[src/rtl/disp_drv_pkg.sv]
`timescale 1ns/1ps
package disp_drv_pkg;
  localparam int DEFAULT_LINES = 12;

  typedef struct packed {
    logic take;
    logic bit_val;
  } ser_beat_t;

  function automatic logic [0:0] line_off_level();
    return 1'b0;
  endfunction
endpackage

[src/rtl/shift_chain.sv]
`timescale 1ns/1ps
module shift_chain
  import disp_drv_pkg::*;
#(
  parameter int STAGES = DEFAULT_LINES
) (
  input  logic              clk,
  input  logic              rst,
  input  ser_beat_t         beat,
  output logic [STAGES-1:0] stage_q,
  output logic              tail
);
  localparam int LAST = STAGES - 1;

  for (genvar i = 0; i < STAGES; i++) begin : g_stage
    logic feed;
    if (i == 0) begin : g_head
      assign feed = beat.bit_val;
    end else begin : g_body
      assign feed = stage_q[i-1];
    end
    always_ff @(posedge clk) begin
      if (rst)            stage_q[i] <= 1'b0;
      else if (beat.take) stage_q[i] <= feed;
    end
  end

  assign tail = stage_q[LAST];

  // a qualified beat moves every stage by one and admits the new bit
  assert_shift_R2: assert property (@(posedge clk) disable iff (rst)
    beat.take |=> (stage_q[0] == $past(beat.bit_val)) &&
                  (stage_q[LAST:1] == $past(stage_q[LAST-1:0])));

  // without a beat the chain holds
  assert_hold_R3: assert property (@(posedge clk) disable iff (rst)
    !beat.take |=> $stable(stage_q));
endmodule

[src/rtl/latch_bank.sv]
`timescale 1ns/1ps
module latch_bank
  import disp_drv_pkg::*;
#(
  parameter int LINES = DEFAULT_LINES
) (
  input  logic             clk,
  input  logic             rst,
  input  logic             strobe,
  input  logic [LINES-1:0] chain_d,
  output logic [LINES-1:0] view
);
  logic [LINES-1:0] held_q;

  for (genvar i = 0; i < LINES; i++) begin : g_cell
    always_ff @(posedge clk) begin
      if (rst)         held_q[i] <= 1'b0;
      else if (strobe) held_q[i] <= chain_d[i];
    end
    assign view[i] = strobe ? chain_d[i] : held_q[i];
  end

  // the value seen while transparent is what the cell keeps
  assert_capture_R5: assert property (@(posedge clk) disable iff (rst)
    strobe |=> held_q == $past(chain_d));

  // with strobe low across two cycles, the visible value does not move
  assert_keep_R6: assert property (@(posedge clk) disable iff (rst)
    !strobe |=> (strobe || $stable(view)));
endmodule

[src/rtl/blank_gate.sv]
`timescale 1ns/1ps
module blank_gate
  import disp_drv_pkg::*;
#(
  parameter int LINES = DEFAULT_LINES
) (
  input  logic             blank,
  input  logic [LINES-1:0] level_d,
  output logic [LINES-1:0] line_q
);
  for (genvar i = 0; i < LINES; i++) begin : g_line
    assign line_q[i] = blank ? line_off_level() : level_d[i];
  end
endmodule

[src/rtl/disp_shift_driver.sv]
`timescale 1ns/1ps
module disp_shift_driver
  import disp_drv_pkg::*;
#(
  parameter int NUM_LINES = DEFAULT_LINES
) (
  input  logic                 clk,
  input  logic                 rst,
  input  logic                 shift_valid,
  input  logic                 ser_in,
  input  logic                 strobe,
  input  logic                 blank,
  output logic                 ser_out,
  output logic [NUM_LINES-1:0] drv_out
);
  ser_beat_t            beat;
  logic [NUM_LINES-1:0] chain_q;
  logic [NUM_LINES-1:0] latch_view;

  assign beat.take    = shift_valid;
  assign beat.bit_val = ser_in;

  shift_chain #(.STAGES(NUM_LINES)) u_chain (
    .clk     (clk),
    .rst     (rst),
    .beat    (beat),
    .stage_q (chain_q),
    .tail    (ser_out)
  );

  latch_bank #(.LINES(NUM_LINES)) u_latch (
    .clk     (clk),
    .rst     (rst),
    .strobe  (strobe),
    .chain_d (chain_q),
    .view    (latch_view)
  );

  blank_gate #(.LINES(NUM_LINES)) u_gate (
    .blank   (blank),
    .level_d (latch_view),
    .line_q  (drv_out)
  );

  // releasing blank exposes the untouched latch contents
  assert_unblank_R8: assert property (@(posedge clk) disable iff (rst)
    (!blank && $past(blank) && !strobe && $past(!strobe) && $past(!rst))
      |-> drv_out == $past(latch_view));
endmodule

[config.mk]
export PLATFORM = sky130hd
export DESIGN_NAME = disp_shift_driver
export DESIGN_NICKNAME = d
export VERILOG_FILES = /design/src/rtl/disp_drv_pkg.sv /design/src/rtl/shift_chain.sv /design/src/rtl/latch_bank.sv /design/src/rtl/blank_gate.sv /design/src/rtl/disp_shift_driver.sv
export SDC_FILE = /design/constraint.sdc
export NUM_CORES = 1
export LEC_CHECK = 0
export BUFFER_PORTS_ARGS = -buffer_cell sky130_fd_sc_hd__buf_2
export CAP_MARGIN = 0
export CELL_PAD_IN_SITES_DETAIL_PLACEMENT = 2
export CELL_PAD_IN_SITES_GLOBAL_PLACEMENT = 2
export CORE_UTILIZATION = 36
export CTS_CLUSTER_SIZE = 12
export DETAILED_ROUTE_END_ITERATION = 8
export PLACE_DENSITY = 0.74
export SYNTH_ARGS = -nofsm -noshare
export SYNTH_HDL_FRONTEND = slang
export SYNTH_HIERARCHICAL = 1
export SYNTH_SLANG_ARGS = --single-unit
[constraint.sdc]
create_clock -name clk -period 1.05 [get_ports clk]
set_input_delay 0.0525 -clock clk [delete_from_list [all_inputs] [get_ports clk]]
set_output_delay 0.0525 -clock clk [all_outputs]
set_load 0.05 [all_outputs]
==> results.ini <==
[outcome]
outcome=complete, but fails checks
violations=negative setup slack

[clock_tree]
clockBufferDepth=2
cts_made_buffers=3
cts_sinks=24
clock_tree.root_cell=clkbuf_4
clkTransAtPathRegs_ns=0.15
clk_latency_ns=0.33
cts_tree=done
cts.htree.levels=1

[setup_path]
crit_cells=3
setup.worst_path.start_class=flip-flop
crit_chain=mux2_4 > and2b_2 > buf_6
crit_type=reg -> out
reg2reg_to=u_latch/held_q[2]
cp-end-kind=output port
reg2reg_slack_ns=0.08
critPathTopFamily=flip-flops
critPathSlowestCell=dfxtp_2
regToRegStartpoint=u_chain/g_stage[3].feed
cp.required_ns=1.00
critPathLaunch=u_chain/g_stage[2].feed
reg2reg_depth=3
path_buf_inv=1
crit_fanout=2
cp.arrival_ns=1.28
slowest_delay_ns=0.36

[power_and_ir_drop]
p_per_area_nw_per_um2=1070
vdd_drop_max_v=0.000922
leakage_uw=0.000677

[sta]
fmax_mhz=751
worst_slew_margin_rel_pct=62.9
drv_slew=0
layout_setup_ws_ns=-0.281
setup_violations=12
skew_ns=0.0137
finalSetupTns_ns=-2.88
hold_viol_final=0
fin_crit_sh_pct=127
rsz0062_at_grt=yes
min_period_ns=1.33
tightest_slew_ns=0.557

[die]
die_h_um=59.0
dieWidth_um=59.0
core_area_um2=3080
fp-row-count=20
initial_utilization_pct=38.0
die_area_um2=3490
ios=19

[worst_hold_path]
holdPathStages=3
min_path_type=in -> reg
hold_end=u_latch/held_q[9]
min_from=rst

[routing]
num_vias=736
drtPass1Iterations=4
drc=0
viasPerCell=4.38
drt-total-wl_um=2600
drt_iter0_drc=8
antenna_left=0
wire_per_inst_um=15.4

[yosys]
synthMuxAreaShare_pct=25.0
syn_nets=107
syn-instance-count=101
avgSynthCellArea_um2=11.6
yosys.cell_types.count=13
yosys_warnings=6
synth_top_family_by_area=multiplexers
synth_adder_area_share_pct=0
netlist_area_um2=1170
synth-compound-area-share_pct=0
yosys.area_share.simple_pct=22.6
synth_seq_cells=24
synth_seq_area_share_pct=41.0
synth_xor_area_share_pct=0

[grt]
grt_max_degree=25
met3_usage_pct=4.80
grt_pass1_vias=820
grt_pass1_wl_um=4100
grt_use_met2_pct=29.5
grt_use_total_pct=16.9
met1_usage_pct=19.2
antenna_found_initial=0
grt-ovfl-total=0
busiest_layer=met2

[cells_and_area]
drive_gt1_share_pct=64.5
nNetsFinal=131
fillCellCount=311
fin_area_um2=1550
post-route-util_pct=50.3
final_cell_mix=15 x buf_4, 14 x nor2b_4
area_growth_pct=32.3
final_common_cell=buf_4
num_antenna_cells=0

[placement]
dpl.hpwl_um=1450
port_buffers=18
postPlaceCellArea_um2=1280
globalplace.congestion=0.691
dp_slack_ns=-0.0150

[flow_run]
cap_violations=0

[through the flow]
stage	hold slack [ns]	std cells	total power, µW
floorplan	0.115	101	1040
CTS	0.0861	167	1660
detailed placement	0.299	150	1080
global route	0.0805	168	1720
finish	0.0764	168	1660
global placement	0.290	150	1070
[synth_stat cells, drive strengths merged]
cell | count | share of area (%)
dfxtp | 24 | 41
nor2b | 22 | 17
buf | 16 | 11
mux2 | 12 | 15
mux2i | 12 | 10
nor2 | 12 | 3.8
and2b | 2 | 1.5
clkbuf | 1 | 0.32
[how the worst max path moves through the flow]
stage	endpoint	slack, ns
5_1_grt	drv_out[9]	-0.33
3_3_place_gp	drv_out[1]	-0.002
3_5_place_dp	drv_out[9]	-0.02
6_report	drv_out[1]	-0.28
4_1_cts	drv_out[9]	-0.28
2_1_floorplan	drv_out[11]	0.005
[power breakdown]
group / internal (µW) / leakage, µW / switching [µW]
Clock: 291 / 0.0000261 / 296
Combinational: 66.0 / 0.000451 / 84.9
Sequential: 916 / 0.000200 / 4.44
Total: 1270 / 0.000678 / 386
[state kept, by name, summed over array words and instances, names as in the netlist]
signal	cells
u_chain/tail	1
u_latch/held_q	12
u_chain/g_stage.feed	11
[worst register-to-register path, delay by kind of cell (launching register included)]
kind	cells	cell delay [ns]
flops	1	0.34
mux	1	0.26
buf+inv	1	0.14
simple gates	1	0.13
[cell families (layout without fill, tap and decap cells)]
logic type | Yosys count | count (layout)
simple gates | 36 | 36
buf+inv | 17 | 40
flops | 24 | 24
mux | 24 | 24
[area by class of cell]
class | count | area, µm² | share of cell area (%)
clock buffers | 4 | 47.5 | 3.07
multi-input cells | 60 | 606 | 39.1
flip-flops and latches | 24 | 499 | 32.2
well taps | 44 | 55.1 | 3.55
repair buffers | 36 | 342 | 22.1
[repair_timing]
action | in CTS | in global routing
hold buffers | 1 | 0
hold endpoints to repair | 1 | 0
resized for setup | 39 | 3
buffers inserted | 12 | 1
setup endpoints to repair | 12 | 13
[layer usage]
layer	wire length, µm	up-vias	share of wire (%)
met2	1340	14	52
met1	1130	356	43
met3	72	6	2.8
met4	49	0	1.9
li1	-	360	-
met5	0	-	0
(Power assumes the default switching activity.)
